[src/rtl/softint_pkg.sv]
package softint_pkg;
  typedef enum logic [1:0] {
    ADDR_PEND = 2'd0,
    ADDR_SET  = 2'd1,
    ADDR_CLR  = 2'd2,
    ADDR_LVL  = 2'd3
  } sw_addr_e;
endpackage

[src/rtl/softint_pend_reg.sv]
module softint_pend_reg
  import softint_pkg::*;
#(
  parameter int NUM_BITS = 17,
  parameter int TMR_BIT  = NUM_BITS - 1
) (
  input  logic                clk_i,
  input  logic                rst_ni,
  input  logic                wr_en_i,
  input  logic [1:0]          addr_i,
  input  logic [NUM_BITS-1:0] wdata_i,
  input  logic                timer_hit_i,
  output logic [NUM_BITS-1:0] pend_o
);
  logic [NUM_BITS-1:0] pend_q, pend_d;

  always_comb begin
    pend_d = pend_q;
    if (wr_en_i) begin
      unique case (sw_addr_e'(addr_i))
        ADDR_PEND: pend_d = wdata_i;
        ADDR_SET:  pend_d = pend_q | wdata_i;
        ADDR_CLR:  pend_d = pend_q & ~wdata_i;
        default:   pend_d = pend_q;
      endcase
    end
    // timer match is applied after the bus write
    if (timer_hit_i) pend_d[TMR_BIT] = 1'b1;
  end

  always_ff @(posedge clk_i or negedge rst_ni) begin
    if (!rst_ni) pend_q <= '0;
    else         pend_q <= pend_d;
  end

  assign pend_o = pend_q;

  assert_set_or_R3: assert property (@(posedge clk_i) disable iff (!rst_ni)
    (wr_en_i && addr_i == ADDR_SET) |=>
      ((pend_q & $past(wdata_i)) == $past(wdata_i)) &&
      ((pend_q & $past(pend_q)) == $past(pend_q)));

  assert_clr_mask_R4: assert property (@(posedge clk_i) disable iff (!rst_ni)
    (wr_en_i && addr_i == ADDR_CLR && !timer_hit_i) |=>
      ((pend_q & $past(wdata_i)) == '0));

  assert_timer_sets_R8: assert property (@(posedge clk_i) disable iff (!rst_ni)
    timer_hit_i |=> pend_q[TMR_BIT]);

  assert_timer_only_R8: assert property (@(posedge clk_i) disable iff (!rst_ni)
    (timer_hit_i && !wr_en_i) |=>
      ((pend_q ^ $past(pend_q)) & ~(NUM_BITS'(1) << TMR_BIT)) == '0);
endmodule

[src/rtl/softint_level_reg.sv]
module softint_level_reg
  import softint_pkg::*;
#(
  parameter int LVL_W = 4
) (
  input  logic             clk_i,
  input  logic             rst_ni,
  input  logic             wr_en_i,
  input  logic [1:0]       addr_i,
  input  logic [LVL_W-1:0] wdata_i,
  output logic [LVL_W-1:0] level_o
);
  logic [LVL_W-1:0] level_q;

  always_ff @(posedge clk_i or negedge rst_ni) begin
    if (!rst_ni)                             level_q <= '0;
    else if (wr_en_i && addr_i == ADDR_LVL)  level_q <= wdata_i;
  end

  assign level_o = level_q;

  assert_level_hold_R5: assert property (@(posedge clk_i) disable iff (!rst_ni)
    !(wr_en_i && addr_i == ADDR_LVL) |=> $stable(level_q));
endmodule

[src/rtl/softint_req_mask.sv]
module softint_req_mask #(
  parameter int NUM_BITS = 17,
  parameter int LVL_W    = 4,
  parameter int THRESH   = 14
) (
  input  logic                clk_i,
  input  logic                rst_ni,
  input  logic [NUM_BITS-1:0] pend_i,
  input  logic [LVL_W-1:0]    level_i,
  output logic [NUM_BITS-1:0] irq_o
);
  localparam int CMP_W = $clog2(NUM_BITS) + 1;
  localparam int TOP   = NUM_BITS - 1;

  logic [CMP_W-1:0] lvl_ext;
  assign lvl_ext = CMP_W'(level_i);

  for (genvar i = 0; i < NUM_BITS; i++) begin : g_bit
    if (i == 0 || i == TOP) begin : g_fixed
      assign irq_o[i] = pend_i[i] && (lvl_ext < CMP_W'(THRESH));
    end else begin : g_idx
      assign irq_o[i] = pend_i[i] && (CMP_W'(i) > lvl_ext);
      assert_idx_gate_R6: assert property (@(posedge clk_i) disable iff (!rst_ni)
        irq_o[i] |-> (level_i < LVL_W'(i)));
    end
  end

  assert_req_subset_R6: assert property (@(posedge clk_i) disable iff (!rst_ni)
    (irq_o & ~pend_i) == '0);

  assert_edge_gate_R7: assert property (@(posedge clk_i) disable iff (!rst_ni)
    (CMP_W'(level_i) >= CMP_W'(THRESH)) |-> !irq_o[0] && !irq_o[TOP]);
endmodule

[src/rtl/softint_irq_ctrl.sv]
module softint_irq_ctrl
  import softint_pkg::*;
#(
  parameter int NUM_BITS = 17,
  parameter int LVL_W    = 4,
  parameter int THRESH   = 14
) (
  input  logic                clk_i,
  input  logic                rst_ni,
  input  logic                wr_en_i,
  input  logic [1:0]          addr_i,
  input  logic [NUM_BITS-1:0] wdata_i,
  output logic [NUM_BITS-1:0] rdata_o,
  input  logic                timer_hit_i,
  output logic [NUM_BITS-1:0] irq_o
);
  logic [NUM_BITS-1:0] pend;
  logic [LVL_W-1:0]    level;

  softint_pend_reg #(.NUM_BITS(NUM_BITS)) u_pend (
    .clk_i, .rst_ni, .wr_en_i, .addr_i, .wdata_i, .timer_hit_i, .pend_o(pend)
  );

  softint_level_reg #(.LVL_W(LVL_W)) u_level (
    .clk_i, .rst_ni, .wr_en_i, .addr_i,
    .wdata_i(wdata_i[LVL_W-1:0]), .level_o(level)
  );

  softint_req_mask #(.NUM_BITS(NUM_BITS), .LVL_W(LVL_W), .THRESH(THRESH)) u_mask (
    .clk_i, .rst_ni, .pend_i(pend), .level_i(level), .irq_o
  );

  assign rdata_o = (addr_i == ADDR_LVL) ? NUM_BITS'(level) : pend;

  assert_reset_quiet_R1: assert property (@(posedge clk_i)
    !rst_ni |=> (irq_o == '0) || !rst_ni);
endmodule

[config.mk]
export PLATFORM = sky130hd
export DESIGN_NAME = softint_irq_ctrl
export DESIGN_NICKNAME = d
export VERILOG_FILES = /design/src/rtl/softint_pkg.sv /design/src/rtl/softint_pend_reg.sv /design/src/rtl/softint_level_reg.sv /design/src/rtl/softint_req_mask.sv /design/src/rtl/softint_irq_ctrl.sv
export SDC_FILE = /design/constraint.sdc
export NUM_CORES = 1
export LEC_CHECK = 0
export CORE_MARGIN = 1
export CORE_UTILIZATION = 44
export DETAILED_ROUTE_END_ITERATION = 12
export MAX_ROUTING_LAYER = met4
export PLACE_DENSITY = 0.9
export SYNTH_ARGS = -nofsm -noshare
export SYNTH_HDL_FRONTEND = slang
export SYNTH_HIERARCHICAL = 1
export SYNTH_SLANG_ARGS = --single-unit
[constraint.sdc]
create_clock -name clk_i -period 1.4 [get_ports clk_i]
set_clock_uncertainty 0.1 [all_clocks]
set_input_delay 0.14 -clock clk_i [delete_from_list [all_inputs] [get_ports clk_i]]
set_output_delay 0.14 -clock clk_i [all_outputs]
set_load 0.01 [all_outputs]
# Word level (Yosys, flattened, before mapping)
# Cells that the tools add are included.
dict set report word_totals {
  in_bits 23
  register_bits 21
  elab_cells 53
  output_inout_bits 34
}
dict set report op_classes {
  reduce_logical 24
  eq_ne 3
  bitwise_logic 3
  order_cmp 16
  n_mux 4
}
# cell count
set ops {}
lappend ops {{one-hot mux 17 bit (3 select lines)} 1}
lappend ops {{2-to-1 mux 17 bit} 2}
lappend ops {{> comparator 4 bit (first input constant)} 8}
lappend ops {{logical AND 1 bit} 18}
lappend ops {{bitwise AND 17 bit} 1}
lappend ops {{NOT 17 bit} 1}
lappend ops {{bitwise OR 17 bit} 1}
lappend ops {{> comparator 3 x 4 -> 1 bit (first input constant)} 4}
lappend ops {{> comparator 2 x 4 -> 1 bit (first input constant)} 2}
lappend ops {{== test 2 bit (second input constant)} 2}
lappend ops {{> comparator 1 x 4 -> 1 bit (first input constant)} 1}
lappend ops {{< comparator 4 bit (second input constant)} 1}
lappend ops {{AND reduction 2 bit} 2}
lappend ops {{nonzero test 4 bit} 1}
lappend ops {{nonzero test 3 bit} 1}
lappend ops {{== test 2 x 1 -> 1 bit (second input constant)} 1}
lappend ops {{zero test 2 bit} 1}
lappend ops {{nonzero test 2 bit} 1}
lappend ops {{2-to-1 mux 1 bit} 1}

# Longest topological paths before layout
# Gate-level depths: netlist (run 1).
dict set report depth {
  depth_word 5
  depth_mapped 8
}

# Modules after synthesis
# The synthesis (run 1) kept the hierarchy.
# mod area_per_inst_um2 n_inst cells_each seq_area_each_um2
set modules_own_cells {}
lappend modules_own_cells {softint_pend_reg 991.0 1 107 425.4}
lappend modules_own_cells {softint_req_mask 231.5 1 30 0.0}
lappend modules_own_cells {softint_irq_ctrl 167.7 1 19 0.0}
lappend modules_own_cells {softint_level_reg 155.1 1 9 100.1}

# Worst setup path before layout (run 1)
# Ideal clock, no wire load.
dict set report synth_timing {
  path_type {input to register}
  start {input port addr_i[0]}
  end {register u_pend.pend_q[16] (netlist: u_pend/pend_o[16])}
  n_path_buf 3
  setup_time_ns 0.130
  slack_ns 0.091
  arrival_time_ns 1.079
  cell_stages 8
  cell_sequence {inv_1 -> ha_1 -> buf_6 -> nand2b_4 -> buf_6 -> buf_6 -> o221ai_2 -> nand3_1}
}
dict set report synth_between {
  elab_chain_len 4
  word_cells_on_any_way 8
  cone_classes {eq/ne: 2; mux: 3; reduce/logical: 3}
}
# element line_no
set synth_rtl {}
lappend synth_rtl {{from (decl)} softint_irq_ctrl.sv:11} ;# input logic [1:0] addr_i,
lappend synth_rtl {{== test 2 bit, or another cell as far along} softint_pend_reg.sv:20} ;# unique case (sw_addr_e'(addr_i))
lappend synth_rtl {{one-hot mux 17 bit (3 select lines)} softint_pend_reg.sv:20}
lappend synth_rtl {{2-to-1 mux 17 bit} softint_pend_reg.sv:19} ;# if (wr_en_i) begin
lappend synth_rtl {{2-to-1 mux 1 bit} softint_pend_reg.sv:28} ;# if (timer_hit_i) pend_d[TMR_BIT] = 1'b1;
lappend synth_rtl {{to (signal assigned)} softint_pend_reg.sv:33} ;# else pend_q <= pend_d;
lappend synth_rtl {{to (decl)} softint_pend_reg.sv:15} ;# logic [NUM_BITS-1:0] pend_q, pend_d;
# Parallel ways exist; a longest one is shown, timed or not. The select of a mux whose other input is x is not followed.
# A chain may end at the register's enable or synchronous reset.

# Worst setup path after layout (run 1)
dict set report layout_timing {
  start {register u_level.level_q[1] (netlist: u_level/level_o[1])}
  end {output port irq_o[1]}
}
dict set report layout_between {
  elab_chain_len 2
}
# element line_no
set layout_rtl {}
lappend layout_rtl {{from (decl)} softint_level_reg.sv:13} ;# logic [LVL_W-1:0] level_q;
lappend layout_rtl {{from (signal assigned)} softint_level_reg.sv:17} ;# else if (wr_en_i && addr_i == ADDR_LVL) level_q <= wdata_i;
lappend layout_rtl {{> comparator 1 x 4 -> 1 bit} softint_req_mask.sv:22} ;# assign irq_o[i] = pend_i[i] && (CMP_W'(i) > lvl_ext);
lappend layout_rtl {{logical AND 1 bit} softint_req_mask.sv:22}
lappend layout_rtl {{to (decl)} softint_irq_ctrl.sv:15} ;# output logic [NUM_BITS-1:0] irq_o
# Every way passes these cells.

==> impl_metrics.yaml, run 1 <==
run_status:
  status: "finished with violations"
  violations: "negative setup slack"
cts:
  clk_pin_slew_ps: 130
  cts.sinks: 21
  clock_path_buffers: 2
  tritoncts: "yes"
  clkLatencyLatePin_ps: 300
  hold_buffers: 0
  clockRootBuffer: "clkbuf_4"
  cts_buffers: 3
  h-tree-depth: 1
floorplan:
  dieWidth_um: 61.26
  ios: 57
  rows: 21
  die-area_sq_um: 3753
  initial_core_util_pct: 45.94
  fp.dieH_um: 61.26
  core_sq_um: 3363
timing:
  finalCriticalPeriod_ps: 1719
  slew_headroom_pct: 80.58
  finalCritPeriodShare_pct: 122.8
  holdWs_ps: 59.94
  setup_viol: 21
  finalHoldViolations: 0
  worstMarginPinSlew_ps: 291.3
  drv_slew: 0
  fin_ws_ps: -319.5
  rsz0062_at_grt: "true"
  fmax_mhz: 581.6
route:
  drtAntennaViolNets: 0
  avgViaCountPerCell: 5.425
  drc: 0
  vias: 1660
  drt_iter0_drc: 85
  post_drt_wl_per_cell_um: 16.56
  firstDrtPassIters: 4
  finalWirelength_um: 5067
placement:
  io_buffers: 56
  gp_congestion: 0.8354
  hpwlAfterDp_um: 3113
  dpl.cell_count: 280
yosys:
  syn_area_per_cell_sq_um: 9.365
  synth-async-reset-ratio_pct: 100.0
  synthFlopType: "dfrtp_1"
  netlist_instances: 165
  synth_area_sq_um: 1545
  yosys_warnings: 6
  seq_area_frac_synth_pct: 34.01
  synth_edf_count: 0
  yosysUniqueCellTypes: 36
  synth_fp_nets: 192
  synth_seq_cells: 21
power_and_ir_drop:
  peakVddDrop_uv: 436.5
  cellLeakagePower_uw: 0.001140
  power.density_nw_per_um2: 1036
global_routing:
  track_usage_pct: 28.20
  grt.busiest_layer: "met2"
  grt_max_degree: 31
  grtUsageMet1_pct: 31.84
  grtUsageMet2_pct: 49.53
  grt_pass1_vias: 1619
  grt_antenna_before_repair: 0
  grt_overflow_total: 0
  gr-usage-met3_pct: 3.992
  grt_first_pass_wirelength_um: 7403
worst_setup_path:
  crit_start: "u_level/level_o[1]"
  cp.arrival_ps: 1480
  crit_type: "reg2out"
  start_kind: "flop"
  rr_startpoint: "u_level/level_o[2]"
  r2r-end: "u_level/level_o[2]"
  cp-endpoint: "irq_o[1]"
  reg2reg_slack_ps: 170
  critical_path.max_fanout: 4
  cp.required_ps: 1160
  r2r_cells: 3
  endpoint_kind: "output pin"
cells_and_area:
  n_antenna_cell: 0
  multiInputGateArea_sq_um: 965.9
  areaGrowthSynthToFinish_pct: 61.70
  n_fill_cell: 247
  seqCellArea_sq_um: 529.3
  drive_gt1_share_pct: 44.23
  mostFrequentLayoutCells: "buf_4, a21oi_1, clkdlybuf4s50_1, buf_6, dfrtp_1"
  instances_no_fill: 306
  fin_nets: 288
min_path:
  hp-class: "in2async"
job:
  drv_cap: 0
==> metrics by stage <==
stage | setup slack [ps] | power, uW | setup TNS (ps) | instance area [sq um] | util [%]
global placement | -493.3 | 1999 | -19030 | 2263 | 67.30
finish | -319.5 | 2588 | -3939 | 2499 | 74.29
detailed placement | -564.8 | 2039 | -20660 | 2263 | 67.30
global route | -367.6 | 2738 | -4988 | 2499 | 74.29
CTS | -313.4 | 2450 | -4174 | 2439 | 72.51
floorplan | 90.92 | 1415 | 0 | 1545 | -
==> cells in the mapped netlist, types with 2 or more instances <==
master	count	area share, %
inv_1	8	1.9
a21oi_1	32	10
buf_6	6	4.4
ha_1	4	3.2
and2_2	3	1.5
mux2_4	4	3.9
a21boi_1	2	0.97
nor2b_1	18	7.3
or2_1	2	0.81
o22ai_1	15	6.1
dfrtp_1	21	34
buf_4	3	1.5
and2_1	15	6.1
nand3_1	3	0.97
nor4b_2	2	1.9
buf_2	3	0.97
mux2_2	5	3.6
==> registers in the layout, indices dropped and copies added (netlist names) <==
signal	flops
u_level/level_o	4
u_pend/pend_o	17
==> worst min-delay path by stage <==
stage / startpoint / to / cells after the start
global placement: rst_ni / u_pend/pend_o[0] / 2
CTS: rst_ni / u_pend/pend_o[11] / 2
floorplan: rst_ni / u_level/level_o[0] / 0
global route: rst_ni / u_pend/pend_o[11] / 2
finish: rst_ni / u_pend/pend_o[11] / 2
detailed placement: rst_ni / u_pend/pend_o[0] / 2
==> cells by family after synthesis <==
| kind of cell | synth area share, % |
|---|---|
| buf+inv | 9.068 |
| fa+ha+maj | 3.239 |
| flops | 34.01 |
| mux | 7.530 |
| compound gates | 24.05 |
| simple gates | 22.10 |
==> critical path, stage by stage (launching register included) <==
cell and delay (ps):
dfrtp_2 470, buf_6 130, or2_4 230, nor4b_2 190, buf_2 160
==> layer usage <==
layer / share of wire (%) / up-vias
met5: 0 / -
met1: 38 / 802
met3: 5.7 / 12
met2: 53 / 67
met4: 2.9 / 0
li1: - / 779
==> report_power, final <==
group	total, uW	leakage [uW]	internal [uW]	switching [uW]
combinational	1470	0.000877	812	661
sequential	809	0.000245	721	87.8
clock	305	0.0000177	107	199
==> area by class of cell <==
class | instances | share of cell area [%]
Timing Repair Buffer | 103 | 35.55
Clock inverter | 1 | 0.2003
Tap cell | 46 | 2.303
Sequential cell | 21 | 21.18
Multi-Input combinational cell | 124 | 38.66
Inverter | 8 | 1.202
Clock buffer | 3 | 0.9014
==> repair_timing <==
action / 4_1_cts / 5_1_grt
resized for setup: 126 / 36
cloned: 1 / 0
pin swaps: 5 / 5
endpoints found under the setup margin: 51 / 32
setup buffers: 19 / 2
No activity file was read; power rests on OpenSTA's default activity.
==> inputs of run 2 (changes only) <==
Settings changed: GPL_TIMING_DRIVEN set to 0.
==> impl_metrics.yaml, run 2 (synthesis gave the netlist of run 1 again) <==
run_status:
  status: "finished with violations"
  violations: "negative setup slack"
worst_setup_path:
  reg2reg_slack_ps: 360
  start_kind: "flop"
  cp.required_ps: 1160
  critical_path.max_fanout: 4
  crit_type: "reg2out"
  cp.arrival_ps: 1510
  r2r_cells: 2
  endpoint_kind: "output pin"
  cp_slowest_stage_delay_ps: 430
  rr_startpoint: "u_level/level_o[0]"
  cp_slowest_cell: "dfrtp_1"
  r2r-end: "u_level/level_o[0]"
  crit_chain: "buf_6 > or2_4 > nor4b_2 > buf_2"
timing:
  fmax_mhz: 572.2
  worstMarginPinSlew_ps: 976.7
  finalCritPeriodShare_pct: 124.8
  fin_tns_setup_ps: -4428
  rsz0062_at_grt: "true"
  finalCriticalPeriod_ps: 1748
  fin_ws_ps: -347.6
  slew_headroom_pct: 34.69
  setup_viol: 21
  drv_slew: 0
  finalHoldViolations: 0
placement:
  placement.cell_area_sq_um: 2163
  io_buffers: 56
  gp_congestion: 0.7840
  hpwlAfterDp_um: 3017
cts:
  cts_buffers: 3
  clkLatencyLatePin_ps: 300
  clockRootBuffer: "clkbuf_4"
  cts.sinks: 21
  h-tree-depth: 1
  clk_pin_slew_ps: 120
  tritoncts: "yes"
  clock_path_buffers: 2
  hold_buffers: 0
floorplan:
  ios: 57
  fp.dieH_um: 61.26
  core_sq_um: 3363
  initial_core_util_pct: 45.94
  dieWidth_um: 61.26
  rows: 21
  die-area_sq_um: 3753
cells_and_area:
  mostFrequentLayoutCells: "a21oi_1, buf_6, clkdlybuf4s50_1"
  n_fill_cell: 243
  fin_nets: 280
  layout_commonest_cell: "a21oi_1"
  post-route-util_pct: 73.66
  largest_register_ffs: 17
  n_antenna_cell: 0
  stdcell_area_sq_um: 2477
  drive_gt1_share_pct: 38.10
  areaGrowthSynthToFinish_pct: 60.32
power_and_ir_drop:
  cellLeakagePower_uw: 0.001113
  power.density_nw_per_um2: 1048
  peakVddDrop_uv: 518.9
route:
  firstDrtPassIters: 5
  avgViaCountPerCell: 5.436
  post_drt_wl_per_cell_um: 16.62
  vias: 1620
  drtAntennaViolNets: 0
  finalWirelength_um: 4954
  drc: 0
  drt_iter0_drc: 60
global_routing:
  grt_first_pass_wirelength_um: 7010
  grt_pass1_vias: 1521
  grt_overflow_total: 0
  track_usage_pct: 26.51
  grt_antenna_before_repair: 0
  grt_max_degree: 22
job:
  drv_cap: 0
min_path:
  min_from: "addr_i[1]"
  holdPathStages: 3
  hp-class: "in2reg"
  min_to: "u_level/level_o[1]"
-- run 2: cell count changes in the layout (fill, tap and decap cells not counted), sizes merged --
cell,change
buf,-9
clkbuf,-3
clkdlybuf4s15,-3
clkinv,-1
dlygate4sd2,+9
nand2,-1
-- run 2: worst max-delay path by stage --
stage / start / to / slack [ps] / depth (start not counted)
final: u_level/level_o[2] / irq_o[1] / -350 / 4
after global routing: u_level/level_o[2] / irq_o[1] / -380 / 4
after CTS: u_level/level_o[2] / irq_o[1] / -310 / 4
after detailed placement: addr_i[0] / u_pend/pend_o[16] / -730 / 9
after global placement: addr_i[0] / u_pend/pend_o[16] / -660 / 9
after floorplan: addr_i[0] / u_pend/pend_o[16] / 90 / 8
-- run 2: area by class of cell --
| class | count | area, sq um | area share (%) |
|---|---|---|---|
| multi-input combinational | 123 | 973.4 | 39.29 |
| timing repair buffer | 83 | 747.0 | 30.15 |
| sequential | 21 | 529.3 | 21.36 |
| buffer | 13 | 113.9 | 4.596 |
| tap | 46 | 57.56 | 2.323 |
| inverter | 8 | 30.03 | 1.212 |
| clock buffer | 4 | 26.28 | 1.061 |
-- run 2: worst max-delay path: cells and delay by family, from the launching register on --
family	cells	cell delay (ps)
DFF	1	430
and+or+nand+nor	2	480
buffers and inverters	2	300
-- run 2: through the flow --
stage               hold slack, ps  total power (uW)  instances  setup WS, ps
floorplan                   -255.6              1415        165         90.92
global placement             417.8              1945        267        -659.4
detailed placement           424.9              1978        267        -729.7
CTS                          221.5              2416        295        -314.6
global route                 215.6              2731        298        -383.9
finish                       212.7              2595        298        -347.6
-- run 2: what timing repair did --
| item | in CTS | in global routing |
|---|---|---|
| resized for setup | 120 | 23 |
| buffers inserted | 23 | 3 |
| gates cloned | 1 | 1 |
| endpoints found under the setup margin | 51 | 35 |
| pin swaps | 6 | 6 |
-- run 2: routing by layer --
layer,global-route usage (%),share of wire [%],vias up
met5,-,0,-
met4,10.06,1.4,0
met3,2.311,6.3,8
met2,43.79,51,83
met1,33.73,41,762
li1,-,-,767
-- run 2: report_power, final --
part	internal [uW]	switching, uW	total [uW]
combinational	813	666	1480
sequential	721	90.8	812
clock	111	193	304
total	1650	950	2600
